File: src/rtl/rf3w_pkg.sv
package rf3w_pkg;
  typedef enum logic [2:0] {
    ST_IDLE, ST_PULSE, ST_GAP, ST_WBITS, ST_RADDR, ST_TURN, ST_RBITS, ST_FINISH
  } rf3w_state_e;
endpackage

File: src/rtl/rf3w_tick.sv
module rf3w_tick #(
  parameter int PRESC_W = 8
) (
  input  logic               clk_i,
  input  logic               rst_ni,
  input  logic               busy_i,
  input  logic [PRESC_W-1:0] presc_i,
  output logic               tick_o
);
  logic [PRESC_W-1:0] cnt_q;

  assign tick_o = busy_i && (cnt_q == presc_i);

  always_ff @(posedge clk_i or negedge rst_ni) begin
    if (!rst_ni)                cnt_q <= '0;
    else if (!busy_i || tick_o) cnt_q <= '0;
    else                        cnt_q <= cnt_q + 1'b1;
  end

  // first unit of a frame starts from a clean count
  a_r3_start_clean: assert property (@(posedge clk_i) disable iff (!rst_ni)
    $rose(busy_i) |-> (cnt_q == '0));
endmodule

File: src/rtl/rf3w_seq.sv
module rf3w_seq
  import rf3w_pkg::*;
#(
  parameter int PULSE_UNITS  = 2,
  parameter int SETTLE_UNITS = 4,
  parameter int WFRAME_W     = 16,
  parameter int RADDR_W      = 5,
  parameter int RDATA_W      = 12,
  parameter int WDATA_W      = 12,
  parameter int IDX_W        = 6
) (
  input  logic               clk_i,
  input  logic               rst_ni,
  input  logic               tick_i,
  input  logic               req_valid_i,
  input  logic               req_write_i,
  input  logic [RADDR_W-1:0] req_addr_i,
  input  logic [WDATA_W-1:0] req_data_i,
  output logic               req_ready_o,
  output rf3w_state_e        state_o,
  output logic [IDX_W-1:0]   idx_o,
  output logic               last_o,
  output logic               is_write_o,
  output logic [RADDR_W-1:0] addr_o,
  output logic [WDATA_W-1:0] data_o
);
  rf3w_state_e      state_q, state_d;
  logic [IDX_W-1:0] idx_q, len;
  logic             fire;

  assign req_ready_o = (state_q == ST_IDLE);
  assign fire        = req_valid_i && req_ready_o;

  always_comb begin
    unique case (state_q)
      ST_PULSE:  len = IDX_W'(PULSE_UNITS);
      ST_GAP:    len = IDX_W'(SETTLE_UNITS);
      ST_WBITS:  len = IDX_W'(2 * WFRAME_W);
      ST_RADDR:  len = IDX_W'(2 * RADDR_W);
      ST_TURN:   len = IDX_W'(1);
      ST_RBITS:  len = IDX_W'(2 * RDATA_W);
      ST_FINISH: len = IDX_W'(SETTLE_UNITS);
      default:   len = IDX_W'(1);
    endcase
  end

  always_comb begin
    unique case (state_q)
      ST_PULSE:  state_d = ST_GAP;
      ST_GAP:    state_d = is_write_o ? ST_WBITS : ST_RADDR;
      ST_WBITS:  state_d = ST_FINISH;
      ST_RADDR:  state_d = ST_TURN;
      ST_TURN:   state_d = ST_RBITS;
      ST_RBITS:  state_d = ST_FINISH;
      default:   state_d = ST_IDLE;
    endcase
  end

  assign last_o = tick_i && (idx_q == len - 1'b1);

  always_ff @(posedge clk_i or negedge rst_ni) begin
    if (!rst_ni) begin
      state_q    <= ST_IDLE;
      idx_q      <= '0;
      is_write_o <= 1'b0;
      addr_o     <= '0;
      data_o     <= '0;
    end else if (state_q == ST_IDLE) begin
      if (fire) begin
        state_q    <= ST_PULSE;
        idx_q      <= '0;
        is_write_o <= req_write_i;
        addr_o     <= req_addr_i;
        data_o     <= req_data_i;
      end
    end else if (tick_i) begin
      if (last_o) begin
        state_q <= state_d;
        idx_q   <= '0;
      end else begin
        idx_q <= idx_q + 1'b1;
      end
    end
  end

  assign state_o = state_q;
  assign idx_o   = idx_q;

  // an accepted request always opens with the enable pulse
  a_r2_fire_opens: assert property (@(posedge clk_i) disable iff (!rst_ni)
    fire |=> (state_q == ST_PULSE));
  // unit index stays inside the current phase
  a_r3_idx_bound: assert property (@(posedge clk_i) disable iff (!rst_ni)
    (state_q != ST_IDLE) |-> (idx_q < len));
endmodule

File: src/rtl/rf3w_pins.sv
module rf3w_pins
  import rf3w_pkg::*;
#(
  parameter int WFRAME_W = 16,
  parameter int WADDR_W  = 4,
  parameter int WDATA_W  = 12,
  parameter int RADDR_W  = 5,
  parameter int IDX_W    = 6
) (
  input  rf3w_state_e        state_i,
  input  logic [IDX_W-1:0]   idx_i,
  input  logic               is_write_i,
  input  logic [RADDR_W-1:0] addr_i,
  input  logic [WDATA_W-1:0] data_i,
  output logic               sen_o,
  output logic               sclk_o,
  output logic               sdata_o,
  output logic               oe_o,
  output logic               rw_o
);
  logic [WFRAME_W-1:0] wframe, wsh;
  logic [RADDR_W-1:0]  ash;

  assign wframe = {data_i, addr_i[WADDR_W-1:0]};
  // unit idx = 4*pair + phase; bit offset = 2*pair + phase[1]
  assign wsh    = wframe << {idx_i[IDX_W-1:2], idx_i[1]};
  assign ash    = addr_i << idx_i[IDX_W-1:1];

  always_comb begin
    sen_o   = 1'b0;
    sclk_o  = 1'b0;
    sdata_o = 1'b0;
    oe_o    = 1'b1;
    rw_o    = 1'b0;
    unique case (state_i)
      ST_PULSE: sen_o = 1'b1;
      ST_WBITS: begin
        sclk_o  = idx_i[1] ^ idx_i[0];
        sdata_o = wsh[WFRAME_W-1];
      end
      ST_RADDR: begin
        sclk_o  = idx_i[0];
        sdata_o = ash[RADDR_W-1];
      end
      ST_TURN: begin
        oe_o = 1'b0;
        rw_o = 1'b1;
      end
      ST_RBITS: begin
        sclk_o = idx_i[0];
        oe_o   = 1'b0;
        rw_o   = 1'b1;
      end
      ST_FINISH: begin
        sen_o = 1'b1;
        oe_o  = is_write_i;
        rw_o  = !is_write_i;
      end
      default: ;
    endcase
  end
endmodule

File: src/rtl/rf3w_capture.sv
module rf3w_capture #(
  parameter int RDATA_W = 12
) (
  input  logic               clk_i,
  input  logic               rst_ni,
  input  logic               sample_i,
  input  logic               finish_i,
  input  logic               sdata_i,
  output logic               done_o,
  output logic [RDATA_W-1:0] rdata_o
);
  logic [RDATA_W-1:0] cap_q;

  always_ff @(posedge clk_i or negedge rst_ni) begin
    if (!rst_ni) begin
      cap_q   <= '0;
      rdata_o <= '0;
      done_o  <= 1'b0;
    end else begin
      if (sample_i) cap_q <= {cap_q[RDATA_W-2:0], sdata_i};
      if (finish_i) rdata_o <= cap_q;
      done_o <= finish_i;
    end
  end

  // completion is a single-cycle pulse
  a_r11_done_single: assert property (@(posedge clk_i) disable iff (!rst_ni)
    done_o |=> !done_o);
endmodule

File: src/rtl/rf3w_master.sv
module rf3w_master
  import rf3w_pkg::*;
#(
  parameter int PRESC_W      = 8,
  parameter int PULSE_UNITS  = 2,
  parameter int SETTLE_UNITS = 4,
  parameter int WADDR_W      = 4,
  parameter int WDATA_W      = 12,
  parameter int RADDR_W      = 5,
  parameter int RDATA_W      = 12
) (
  input  logic               clk_i,
  input  logic               rst_ni,
  input  logic [PRESC_W-1:0] presc_i,
  input  logic               req_valid_i,
  output logic               req_ready_o,
  input  logic               req_write_i,
  input  logic [RADDR_W-1:0] req_addr_i,
  input  logic [WDATA_W-1:0] req_data_i,
  output logic               done_o,
  output logic [RDATA_W-1:0] rdata_o,
  output logic               sen_o,
  output logic               sclk_o,
  output logic               sdata_o,
  output logic               sdata_oe_o,
  input  logic               sdata_i,
  output logic               rw_o
);
  localparam int WFRAME_W = WDATA_W + WADDR_W;
  localparam int MAXLEN_A = (2 * WFRAME_W > 2 * RDATA_W) ? 2 * WFRAME_W : 2 * RDATA_W;
  localparam int MAXLEN_B = (PULSE_UNITS > SETTLE_UNITS) ? PULSE_UNITS : SETTLE_UNITS;
  localparam int MAXLEN   = (MAXLEN_A > MAXLEN_B) ? MAXLEN_A : MAXLEN_B;
  localparam int IDX_W    = $clog2(MAXLEN + 1) < 3 ? 3 : $clog2(MAXLEN + 1);

  rf3w_state_e        state;
  logic [IDX_W-1:0]   idx;
  logic               tick, last, is_write, busy;
  logic [RADDR_W-1:0] addr_q;
  logic [WDATA_W-1:0] data_q;

  assign busy = (state != ST_IDLE);

  rf3w_tick #(.PRESC_W(PRESC_W)) u_tick (
    .clk_i, .rst_ni, .busy_i(busy), .presc_i, .tick_o(tick)
  );

  rf3w_seq #(
    .PULSE_UNITS(PULSE_UNITS), .SETTLE_UNITS(SETTLE_UNITS), .WFRAME_W(WFRAME_W),
    .RADDR_W(RADDR_W), .RDATA_W(RDATA_W), .WDATA_W(WDATA_W), .IDX_W(IDX_W)
  ) u_seq (
    .clk_i, .rst_ni, .tick_i(tick), .req_valid_i, .req_write_i, .req_addr_i,
    .req_data_i, .req_ready_o, .state_o(state), .idx_o(idx), .last_o(last),
    .is_write_o(is_write), .addr_o(addr_q), .data_o(data_q)
  );

  rf3w_pins #(
    .WFRAME_W(WFRAME_W), .WADDR_W(WADDR_W), .WDATA_W(WDATA_W),
    .RADDR_W(RADDR_W), .IDX_W(IDX_W)
  ) u_pins (
    .state_i(state), .idx_i(idx), .is_write_i(is_write), .addr_i(addr_q),
    .data_i(data_q), .sen_o, .sclk_o, .sdata_o, .oe_o(sdata_oe_o), .rw_o
  );

  rf3w_capture #(.RDATA_W(RDATA_W)) u_cap (
    .clk_i, .rst_ni,
    .sample_i(tick && (state == ST_RBITS) && idx[0]),
    .finish_i(last && (state == ST_FINISH) && !is_write),
    .sdata_i, .done_o, .rdata_o
  );

  // the pin is only ever released with the flag raised
  a_r8_release_flagged: assert property (@(posedge clk_i) disable iff (!rst_ni)
    !sdata_oe_o |-> rw_o);
  // no clock edge while the strobe is high
  a_r12_sclk_quiet: assert property (@(posedge clk_i) disable iff (!rst_ni)
    sen_o |-> !sclk_o);
  // a write frame never releases the data pin
  a_r5_write_drives: assert property (@(posedge clk_i) disable iff (!rst_ni)
    (busy && is_write) |-> sdata_oe_o);
  // the flag drops only when returning to idle
  a_r10_flag_to_idle: assert property (@(posedge clk_i) disable iff (!rst_ni)
    $fell(rw_o) |-> req_ready_o);
endmodule

File: config.mk
export PLATFORM = sky130hd
export DESIGN_NAME = rf3w_master
export DESIGN_NICKNAME = d
export VERILOG_FILES = /design/src/rtl/rf3w_pkg.sv /design/src/rtl/rf3w_tick.sv /design/src/rtl/rf3w_seq.sv /design/src/rtl/rf3w_pins.sv /design/src/rtl/rf3w_capture.sv /design/src/rtl/rf3w_master.sv
export SDC_FILE = /design/constraint.sdc
export NUM_CORES = 1
export LEC_CHECK = 0
export BUFFER_PORTS_ARGS = -buffer_cell sky130_fd_sc_hd__buf_2
export CELL_PAD_IN_SITES_DETAIL_PLACEMENT = 1
export CELL_PAD_IN_SITES_GLOBAL_PLACEMENT = 2
export CORE_UTILIZATION = 35
export DETAILED_ROUTE_END_ITERATION = 12
export GPL_ROUTABILITY_DRIVEN = 0
export GPL_TIMING_DRIVEN = 1
export PLACE_DENSITY = 0.78
export SLEW_MARGIN = 10
export SYNTH_ARGS = -nofsm -noshare
export SYNTH_HDL_FRONTEND = slang
export SYNTH_HIERARCHICAL = 1
export SYNTH_SLANG_ARGS = --single-unit
export TNS_END_PERCENT = 50
File: constraint.sdc
create_clock -name clk_i -period 3.08 [get_ports clk_i]
set_input_delay 0.308 -clock clk_i [delete_from_list [all_inputs] [get_ports clk_i]]
set_output_delay 0.308 -clock clk_i [all_outputs]
set_load 0.02 [all_outputs]
# ---- Word level (Yosys, flattened, before mapping)
# Cells that the tools add are included.
dict set report op_classes {
  shift 2
  mux 17
  n_reduce_logical 22
  eq_ne 10
  bitwise 1
  add_sub_neg 3
}
# op count
set op_table {}
lappend op_table {{case mux 6 bit (5 select lines)} 1}
lappend op_table {{2-to-1 mux 6 bit} 4}
lappend op_table {{<< shifter 16 x 5 -> 16 bit} 1}
lappend op_table {{2-to-1 mux 3 bit} 5}
lappend op_table {{case mux 3 bit (5 select lines)} 1}
lappend op_table {{== test 3 bit, second input constant} 4}
lappend op_table {{OR reduction 2 bit} 5}
lappend op_table {{adder 8 x 1 -> 8 bit, second input constant} 1}
lappend op_table {{== test 8 bit} 1}
lappend op_table {{2-to-1 mux 8 bit} 1}
lappend op_table {{case mux 1 bit (2 select lines)} 4}
lappend op_table {{logical AND 1 bit} 7}
lappend op_table {{adder 6 x 1 -> 6 bit, second input constant} 1}
lappend op_table {{== test 3 x 2 -> 1 bit, second input constant} 2}
lappend op_table {{== test 6 bit} 1}
lappend op_table {{subtractor 6 x 1 -> 6 bit, second input constant} 1}
lappend op_table {{<< shifter 5 x 5 -> 5 bit} 1}
lappend op_table {{AND reduction 2 bit} 2}
lappend op_table {{nonzero test 2 bit} 2}
lappend op_table {{== test 3 x 1 -> 1 bit, second input constant} 1}
lappend op_table {{logical NOT 3 bit} 1}
lappend op_table {{AND reduction 3 bit} 1}
lappend op_table {{nonzero test 3 bit} 1}
lappend op_table {{logical NOT 1 bit} 2}
lappend op_table {{other kinds (4)} 4}
dict set report word_totals {
  in_bits 30
  word_cells 64
  out_inout_bits 19
  ff_bits 60
}

# ---- Depth between registers and ports, before layout
# Gate-level depths: netlist of run 1.
dict set report logic_depth {
  word_depth 9
  mapped_depth 11
  ltp_nobuf 8
}

# ---- Hierarchy
# Netlist of run 1, hierarchy kept.
# module area_per_inst_um2 n_inst cells_per_inst seq_area_each_um2
set by_module_without_submodules {}
lappend by_module_without_submodules {rf3w_seq 1342.5 1 112 675.6}
lappend by_module_without_submodules {rf3w_capture 993.5 1 51 625.6}
lappend by_module_without_submodules {rf3w_tick 500.5 1 46 200.2}
lappend by_module_without_submodules {rf3w_pins 292.8 1 32 0.0}
lappend by_module_without_submodules {rf3w_master 26.3 1 5 0.0}

# ---- Worst setup path before layout of run 1
# Ideal clock, no wire load.
dict set report synth_timing {
  path_type {register to register}
  startpoint {register u_seq.state_q[2], in the netlist u_seq/state_o[2]}
  endpoint {register u_cap.rdata_o[0]}
  path_buffers 2
  stages_incl_launch_ff 11
  period_less_slack_ns 2.594
  arrival_ns 2.469
  path_slack_ns 0.486
  setup_time_ns 0.125
  t_required_ns 2.955
  cell_sequence {dfrtp_1 -> buf_6 -> xnor2_1 -> a211o_1 -> a211oi_4 -> nand3_1 -> inv_1 -> nand4_1 -> nor2_1 -> buf_6 -> mux2_4}
}
dict set report synth_via {
  elab_chain_len 8
  elab_cells_between_ends 15
  classes_between {add/sub: 1; eq/ne: 7; mux: 1; reduce/logical: 6}
}
# item line_no
set synth_lines {}
lappend synth_lines {{from (decl)} rf3w_seq.sv:27} ;# rf3w_state_e state_q, state_d;
lappend synth_lines {{from (signal assigned)} rf3w_seq.sv:78} ;# state_q <= state_d;
lappend synth_lines {{== test 3 bit or == test 3 x 2 -> 1 bit (tied branches)} rf3w_seq.sv:35} ;# unique case (state_q)
lappend synth_lines {{OR reduction 2 bit (no line)} --}
lappend synth_lines {{case mux 6 bit (5 select lines)} rf3w_seq.sv:35}
lappend synth_lines {{subtractor 6 x 1 -> 6 bit} rf3w_seq.sv:59} ;# assign last_o = tick_i && (idx_q == len - 1'b1);
lappend synth_lines {{== test 6 bit} rf3w_seq.sv:59}
lappend synth_lines {{logical AND 1 bit (*)} rf3w_seq.sv:59}
lappend synth_lines {{via last} rf3w_master.sv:37} ;# logic tick, last, is_write, busy;
lappend synth_lines {{logical AND 1 bit (*) (2 in series)} rf3w_master.sv:67} ;# .finish_i(last && (state == ST_FINISH) && !is_write),
lappend synth_lines {{to (signal assigned)} rf3w_capture.sv:21} ;# if (finish_i) rdata_o <= cap_q;
lappend synth_lines {{to (decl)} rf3w_capture.sv:10} ;# output logic [RDATA_W-1:0] rdata_o
# The timed path passes the listed nets; every way through them passes the cells marked *.
# A chain may end at the register's enable or synchronous reset.

# ---- Worst setup path after layout of run 1
dict set report layout_timing {
  startpoint {register u_seq.state_q[2], in the netlist u_seq/state_o[2]}
  endpoint {register u_cap.rdata_o[11]}
}
# Same word-level chain as after synthesis.

==> flow_summary.toml, run 1 <==
[timing]
setup_viol = 0
fin_crit_ps = 2620
fin_skew_ps = 9.40
slew_headroom = 0.597
max_freq_mhz = 382
worst_pin_slew_ps = 600
slew_viol_final = 0
fin_crit_sh = 0.850
tns_ps = 0
rsz0062_at_grt = "no"
hold_viol = 0

[setup_path]
crit_path_max_incr_delay_ps = 660
worstPathArrival_ps = 2840
required_ps = 3300
cpMaxStageDelayCell = "dfrtp_1"
critPathCaptureType = "flop"
r2r_slack_ps = 460
start_kind = "flop"
crit_buf_inv = 2
path_max_fanout = 16
critPathKind = "flop to flop"
r2r_cells = 9
crit_chain = "and4bb_2 > a31o_1 > a32o_1 > nand3_1 > inv_1 > nand4_1 > nor2_1 > buf_4 > mux2_2"
timing.rr.end = "u_cap/rdata_o[11]"
critical_path.top_delay_family = "simple AND/OR/NAND/NOR gates"
rr_startpoint = "u_seq/state_o[2]"

[clock_tree]
htreeDepth = 3
cts.sinks = 60
clk_pin_slew_worst_paths_ps = 70
cts-buffers-inserted = 9
clockBufferDepth = 2
cts_tree = "yes"
post_cts_buffers = 0
clock_latency_ps = 340
root_buffer = "clkbuf_8"

[final_layout]
stdcell_count = 417
finish.instance_area_um2 = 3710
fillerInstances = 937
drive_gt1_frac = 0.424
area_growth_pct = 17.6
nNetsFinal = 336
n_antenna_cell = 0

[logic_synthesis]
synth_ff_type = "dfrtp_1"
synth_area_leaders = "dfrtp_1 48%, mux2_4 9.5%, mux2_2 8.6%"
avgSynthCellArea_um2 = 12.8
synthArstFlopShare = 1.00
synth.most_common_cell = "dfrtp_1"
ys_top_cells_by_count = "60 x dfrtp_1, 24 x mux2_2, 20 x mux2_4, 11 x nand3_1, 10 x xor2_1"
synth-seq-area-share = 0.476
ys_warn_count = 6
synth_top_area_frac = 0.476
synth-edff-count = 0
synth_area_um2 = 3160
ys_ff_latch = 60
synth_area_leader_cell = "dfrtp_1"
syn_nets = 278
synth_cells = 246
ys_types = 52

[placement]
place_area_um2 = 3510
dp_hpwl_um = 4870
dp_cells = 400
port_buffers = 48

[global_route]
grt_pass1_vias = 2322
overflow = 0
track_usage = 0.160
antenna_found_initial = 0
grt_pass1_wl_um = 12000
grt_max_degree = 25

[job]
maxCapViolCount = 0

[min_path]
hold_path_depth = 2
min_from = "req_data_i[5]"
hold-path-endpoint = "u_seq/data_o[5]"
hold_path.class = "primary input to flop"

[route]
first_pass_iters = 4
avgRoutedWirePerCell_um = 16.7
drt_iter0_drc = 108
viasPerCell = 5.20
ant_nets = 0
detail_route.drc_violations = 0
dr_total_vias = 2170
wl_um = 6970

[die]
die_x_um = 97.0
io_pins = 49
die_h_um = 97.0
start_util = 0.362
core-area_um2 = 8720
dieArea_um2 = 9400
rows = 34

[status]
status = "complete, no violations"

[power]
leakage_uw = 0.00181
irDropWorstVdd_mv = 0.197
power.density_nw_per_um2 = 515
## stage by stage
step / power (uW) / hold WS, ps / worst slack (ps) / utilization
floorplan: 1130 / 12.4 / 486 / -
global placement: 1220 / 287 / 527 / 0.402
detailed placement: 1230 / 296 / 492 / 0.402
CTS: 1940 / 183 / 466 / 0.425
global route: 2020 / 184 / 225 / 0.425
finish: 1910 / 198 / 463 / 0.425
## logic make-up (layout without fill, tap and decap cells)
group,count (synthesis),after routing,synth area share
DFF,60,60,0.476
adders and majority gates,2,2,0.00793
xor gates and xnor gates,15,15,0.0464
and+or+nand+nor,59,59,0.112
muxes,50,50,0.218
AOI/OAI and AO/OA,39,39,0.0979
buffers and inverters,21,84,0.0416
## worst max-delay path by stage
stage / startpoint / to / slack (ps) / cells past startpoint
after floorplan: u_seq/state_o[2] / u_cap/rdata_o[0] / 490 / 10
after global placement: u_seq/state_o[2] / u_cap/rdata_o[9] / 530 / 9
after detailed placement: u_seq/state_o[2] / u_cap/rdata_o[9] / 490 / 9
after CTS: u_seq/state_o[2] / u_cap/rdata_o[11] / 470 / 9
after global routing: u_seq/state_o[2] / u_cap/rdata_o[11] / 220 / 9
final: u_seq/state_o[2] / u_cap/rdata_o[11] / 460 / 9
## flip-flops by register name, indices dropped and copies added, names as in the netlist
name,flops
u_seq/is_write_o,1
u_cap/done_o,1
u_seq/state_o,3
u_cap/rdata_o,12
u_seq/addr_o,5
u_seq/data_o,12
u_tick/cnt_q,8
u_cap/cap_q,12
u_seq/idx_o,6
## power breakdown
part           switching, uW  internal [uW]  total, uW  leakage, uW
clock network            322            373        695    0.0000927
registers               94.8            846        940     0.000816
logic                    144            132        276     0.000901
## cell type report
cell class | count | area (um^2) | share of cell area
Inverter | 9 | 33.8 | 0.00911
Timing Repair Buffer | 59 | 325 | 0.0877
Multi-Input combinational cell | 165 | 1520 | 0.410
Clock buffer | 10 | 128 | 0.0344
Clock inverter | 6 | 63.8 | 0.0172
Tap cell | 108 | 135 | 0.0364
Sequential cell | 60 | 1500 | 0.405
## metal layers
layer	GRT usage	wire, um
met1	0.220	3320
met2	0.250	3350
met3	0.0361	204
met4	0.0551	94
met5	0	0
## placed cells by master, fill, tap and decap left out, types with 8 or more instances in the layout
| cell type | count |
|---|---|
| clkbuf_8 | 9 |
| nand2_1 | 8 |
| mux2_2 | 24 |
| xor2_1 | 10 |
| mux2_4 | 20 |
| dfrtp_1 | 60 |
| inv_1 | 9 |
| buf_2 | 48 |
| nand3_1 | 11 |
| buf_4 | 10 |
## what timing repair did
item	CTS	global route
setup endpoints to repair	0	0
hold buffers	1	0
gates resized for setup	0	0
endpoints found under the hold margin	19	0
No activity file was read; power rests on OpenSTA's default activity.
==> run 2: changes to the inputs <==
--- a/config.mk
+++ b/config.mk
@@ -5,14 +5,15 @@
 export SDC_FILE = /design/constraint.sdc
 export NUM_CORES = 1
 export LEC_CHECK = 0
+export ABC_AREA = 1
 export BUFFER_PORTS_ARGS = -buffer_cell sky130_fd_sc_hd__buf_2
 export CELL_PAD_IN_SITES_DETAIL_PLACEMENT = 1
 export CELL_PAD_IN_SITES_GLOBAL_PLACEMENT = 2
-export CORE_UTILIZATION = 35
+export CORE_UTILIZATION = 34
 export DETAILED_ROUTE_END_ITERATION = 12
 export GPL_ROUTABILITY_DRIVEN = 0
 export GPL_TIMING_DRIVEN = 1
-export PLACE_DENSITY = 0.78
+export PLACE_DENSITY = 0.85
 export SLEW_MARGIN = 10
 export SYNTH_ARGS = -nofsm -noshare
 export SYNTH_HDL_FRONTEND = slang
==> constraint.sdc (replaced) <==
create_clock -name clk_i -period 2.7 [get_ports clk_i]
set_input_delay 0.27 -clock clk_i [delete_from_list [all_inputs] [get_ports clk_i]]
set_output_delay 0.27 -clock clk_i [all_outputs]
set_load 0.02 [all_outputs]
==> flow_summary.toml, run 2 <==
[status]
status = "complete, no violations"

[setup_path]
cpMaxStageDelayCell = "dfrtp_1"
critPathKind = "flop to flop"
crit_chain = "inv_2 > nand2_4 > nand2_1 > nand3_1 > nand2_1 > nor2_2 > nand2_2 > nor2_2 > nand3_1 > nor2_1 > inv_2 > nand2_1 > nand2_1"
crit_buf_inv = 2
crit_path_max_incr_delay_ps = 620
crit_top_cell = "nand2_1"
crit_start = "u_seq/state_o[1]"
rr_startpoint = "u_seq/state_o[1]"
critical_path.top_delay_family = "simple AND/OR/NAND/NOR gates"
start_kind = "flop"
critPathCaptureType = "flop"
path_max_fanout = 13
worstPathArrival_ps = 2590
required_ps = 2930

[power]
leakage_uw = 0.00214
switching_share = 0.366
pwr-share-clk = 0.270
pwr-share-comb = 0.352
irDropWorstVdd_mv = 0.384
power.density_nw_per_um2 = 874
pwr-share-seq = 0.379
netSwitchingPower_uw = 1240
p_int_uw = 2140

[final_layout]
fillerInstances = 1186
n_antenna_cell = 0
drive_gt1_frac = 0.240
mostFrequentLayoutCells = "160 x nand2_1, 60 x dfrtp_1, 48 x buf_2"
final_common_cell = "nand2_1"
top_regs = "u_cap/cap_q x12, u_cap/rdata_o x12, u_seq/data_o x12"
nNetsFinal = 490
multi_input_area_um2 = 1500
area_growth_pct = 17.9
seq_area_um2 = 1500

[global_route]
use_met3 = 0.0404
met2_usage = 0.298
grt_pass1_wl_um = 14000
antenna_found_initial = 0
met1_usage = 0.237
gr-max-usage-layer = "met2"
track_usage = 0.181
grt_max_degree = 34
overflow = 0
grt_pass1_vias = 2857

[clock_tree]
cts_tree = "yes"
clockBufferDepth = 2
clk_pin_slew_worst_paths_ps = 80
htreeDepth = 3
cts_hold_buf = 1
post_cts_buffers = 0
cts.repair.resized = 0
root_buffer = "clkbuf_8"
cts-buffers-inserted = 9
clock_latency_ps = 350
cts.sinks = 60

[timing]
setup_viol = 0
slew_headroom = 0.479
worst_slack_ps = 336
tns_ps = 0
rsz0062_at_grt = "no"
max_freq_mhz = 423
slew_viol_final = 0
hold_viol = 0
fin_crit_sh = 0.875
fin_skew_ps = 11.9
worst_pin_slew_ps = 778
fin_crit_ps = 2360

[route]
ant_nets = 0
avgRoutedWirePerCell_um = 13.9
dr_total_vias = 2715
wl_um = 8220
detail_route.drc_violations = 0
drt_iter0_drc = 89
viasPerCell = 4.59
first_pass_iters = 4

[die]
dieArea_um2 = 10100
io_pins = 49
die_h_um = 100
rows = 35
die_x_um = 100
start_util = 0.354
core-area_um2 = 9280

[logic_synthesis]
ys_ff_latch = 60
synth_area_um2 = 3280
synth_ff_type = "dfrtp_1"
synth-seq-area-share = 0.457
synthArstFlopShare = 1.00
synth_cells = 400
ys_warn_count = 6
avgSynthCellArea_um2 = 8.21
syn_nets = 432
ys_top_cells_by_count = "160 x nand2_1, 60 x dfrtp_1, 42 x inv_1, 37 x nand3_1, 19 x nor2_1"
ys_types = 25
synth_area_leaders = "dfrtp_1 46%, nand2_1 18%, mux2_4 8.2%"
synth.most_common_cell = "nand2_1"
synth-edff-count = 0
synth_top_area_frac = 0.457
synth_area_leader_cell = "dfrtp_1"

[placement]
place_ws_ps = 329
port_buffers = 48
dp_hpwl_um = 6000

[job]
maxCapViolCount = 0

[min_path]
min_from = "sdata_i"
hold_path.class = "primary input to flop"
## run 2: cell types whose count changed after synthesis, moves of 4 or more
cell | before | now
a211oi_1 | 5 | 0
a21oi_1 | 6 | 1
buf_2 | 6 | 0
inv_1 | 9 | 42
inv_2 | 0 | 7
mux2_2 | 24 | 0
nand2_1 | 8 | 160
nand2_4 | 0 | 5
nand3_1 | 11 | 37
nor2_1 | 6 | 19
nor2_2 | 0 | 4
or3_1 | 4 | 0
## run 2: cell families (layout without fill, tap and decap cells)
| logic type | after synthesis | in the layout | synth area share |
|---|---|---|---|
| flops | 60 | 60 | 0.457 |
| mux | 18 | 18 | 0.0823 |
| buf+inv | 58 | 121 | 0.0861 |
| fa+ha+maj | 2 | 2 | 0.00762 |
| simple gates | 235 | 235 | 0.308 |
| compound gates | 14 | 14 | 0.0240 |
| xor+xnor | 13 | 13 | 0.0347 |
## run 2: per-layer routing
metal	vias to the layer above	part of all wire
li1	1358	-
met1	1312	0.49
met3	7	0.032
met4	0	0.010
met2	38	0.47
met5	-	0
## run 2: stage by stage
step	hold WS, ps	std cells	util	total power [uW]	area [um^2]
detailed placement	314	575	0.392	2490	3640
floorplan	-25.6	400	-	2200	3280
finish	117	592	0.417	3380	3870
global route	142	592	0.417	3630	3870
global placement	302	575	0.392	2450	3640
CTS	111	592	0.417	3430	3870
## run 2: tightest hold or removal path, delay by kind of cell
kind,cells,cell delay (ps)
buf+inv,1,70
simple gates,2,90
## run 2: final timing paths
path,to,slack (ps),depth (start not counted)
setup / recovery,u_cap/rdata_o[5],340,13
max in group asynchronous,u_cap/cap_q[3],1900,3
min in group asynchronous,u_tick/cnt_q[3],470,3
hold reg to reg,u_cap/rdata_o[11],480,2
hold / removal,u_cap/cap_q[0],120,3
setup reg to reg,u_cap/rdata_o[5],340,13
## run 2: power groups by stage
| stage | clock network [uW] | registers [uW] | logic [uW] |
|---|---|---|---|
| after floorplan | 0 | 1220 | 978 |
| after global placement | 0 | 1290 | 1160 |
| after detailed placement | 0 | 1300 | 1190 |
| after CTS | 938 | 1290 | 1210 |
| after global routing | 985 | 1310 | 1330 |
| final | 913 | 1280 | 1190 |
## run 2: final cells by class
cell class | count | share of cell area
timing repair buffer | 56 | 0.0782
clock buffer | 9 | 0.0320
multi-input combinational | 282 | 0.387
tap | 129 | 0.0417
sequential | 60 | 0.388
clock inverter | 7 | 0.0255
inverter | 49 | 0.0475
==> run 3: changes to the inputs <==
==> constraint.sdc (replaced) <==
create_clock -name clk_i -period 2.7 [get_ports clk_i]
set_input_delay 0.81 -clock clk_i [delete_from_list [all_inputs] [get_ports clk_i]]
set_output_delay 0.81 -clock clk_i [all_outputs]
set_load 0.02 [all_outputs]
==> flow_summary.toml, run 3 (synthesized netlist as in run 2, its figures left out) <==
[die]
io_pins = 49
die_h_um = 100
rows = 35
core-area_um2 = 9280
dieArea_um2 = 10100
start_util = 0.354
die_x_um = 100

[power]
irDropWorstVdd_mv = 0.308
switching_share = 0.391
p_int_uw = 1970
power.density_nw_per_um2 = 839
netSwitchingPower_uw = 1260
pwr-share-comb = 0.373
leakage_uw = 0.00214
pwr-share-seq = 0.398
pwr-share-clk = 0.230

[clock_tree]
cts.sinks = 60
htreeDepth = 3
post_cts_buffers = 0
root_buffer = "clkbuf_8"
clockBufferDepth = 2
cts_tree = "yes"
cts-buffers-inserted = 9
cts_hold_buf = 0
clk_pin_slew_worst_paths_ps = 80
clock_latency_ps = 350

[route]
dr_total_vias = 2731
wl_met2_um = 3790
detail_route.drc_violations = 0
avgRoutedWirePerCell_um = 13.7
routed.top_layer = "met4"
ant_nets = 0
met1_length_um = 4040
viasPerCell = 4.59
first_pass_iters = 4
drt_iter0_drc = 97
met3_length_um = 224
wl_um = 8170

[setup_path]
critical_path.top_delay_family = "flip-flops"
required_ps = 1890
crit_chain = "inv_1 > nor3_1 > nand3_1 > nand2_1 > buf_2"
crit_path_max_incr_delay_ps = 560
critPathKind = "flop to primary output"
cpMaxStageDelayCell = "dfrtp_1"
path_max_fanout = 10
crit_start = "u_seq/state_o[1]"
crit_buf_inv = 2
critPathCaptureType = "primary output"
start_kind = "flop"
worstPathArrival_ps = 1690
rr_startpoint = "u_seq/state_o[0]"

[global_route]
grt_pass1_vias = 2908
grt_max_degree = 35
antenna_found_initial = 0
grt_pass1_wl_um = 14100
overflow = 0
track_usage = 0.180

[timing]
max_freq_mhz = 400
tns_ps = 0
hold_viol = 0
worst_pin_slew_ps = 777
fin_crit_sh = 0.927
fin_skew_ps = 12.4
setup_viol = 0
slew_viol_final = 0
fin_crit_ps = 2500
worst_slack_ps = 198
rsz0062_at_grt = "no"
slew_headroom = 0.482

[placement]
port_buffers = 48
dp_hpwl_um = 6080
place_area_um2 = 3670
place_ws_ps = -14.7

[final_layout]
finish.instance_area_um2 = 3840
top_regs = "u_cap/cap_q x12, u_cap/rdata_o x12, u_seq/data_o x12"
drive_gt1_frac = 0.249
final_common_cell = "nand2_1"
fin_util = 0.414
n_antenna_cell = 0
area_growth_pct = 17.1
nNetsFinal = 493
mostFrequentLayoutCells = "160 x nand2_1, 59 x dfrtp_1, 48 x buf_2"

[min_path]
hold_path.class = "flop to flop"
min_from = "u_cap/rdata_o[3]"

[status]
status = "complete, no violations"

[job]
maxCapViolCount = 0
-- run 3: cell types whose count changed in the layout (fill, tap and decap cells not counted) --
| cell | before | now |
|---|---|---|
| buf_4 | 7 | 11 |
| bufinv_16 | 2 | 0 |
| clkinv_2 | 1 | 2 |
| clkinv_4 | 2 | 1 |
| clkinvlp_4 | 1 | 2 |
| dfrtp_1 | 60 | 59 |
| dfrtp_2 | 0 | 1 |
| dlygate4sd3_1 | 1 | 0 |
| inv_6 | 1 | 2 |
-- run 3: path summary, 6_finish.rpt --
path / endpoint / slack [ps] / depth (start not counted)
min reg2reg: u_cap/rdata_o[3] / 480 / 2
min: u_cap/rdata_o[3] / 480 / 2
min in group asynchronous: u_cap/rdata_o[8] / 530 / 1
max reg2reg: u_cap/rdata_o[10] / 340 / 11
max in group asynchronous: u_seq/data_o[5] / 1470 / 2
max: sdata_o / 200 / 5
-- run 3: timing repair --
item                                    4_1_cts  5_1_grt
hold endpoints to repair                      0        0
resized for setup                             0        1
endpoints found under the setup margin        0        8
-- run 3: tightest hold or removal path, stage by stage (launching register included) --
cell and delay, ps:
dfrtp_1 350, nand2_1 50, nand2_1 50
-- run 3: metal layers --
metal | track usage | vias to the layer above
li1 | - | 1364
met1 | 0.247 | 1322
met2 | 0.286 | 36
met3 | 0.0341 | 9
met4 | 0.0569 | 0
met5 | 0 | -
-- run 3: power by group through the flow --
stage          Combinational (uW)  Clock, uW  Sequential, uW
6_report                     1200        741            1280
5_1_grt                      1350        809            1320
4_1_cts                      1220        768            1290
3_5_place_dp                 1210          0            1300
3_3_place_gp                 1170          0            1290
2_1_floorplan                 978          0            1220
-- run 3: cell type report --
cell class | instances | area (um^2)
well taps | 129 | 161
clock buffers | 9 | 124
repair buffers | 59 | 323
flip-flops and latches | 60 | 1500
inverters | 49 | 184
clock inverters | 7 | 51.3
multi-input cells | 282 | 1500
fillers | 1189 | 5440
-- run 3: through the flow --
stage	hold slack [ps]	instances	power (uW)
2_1_floorplan	442	400	2200
3_3_place_gp	454	579	2460
3_5_place_dp	459	579	2510
4_1_cts	479	595	3270
5_1_grt	502	595	3470
6_report	477	595	3230
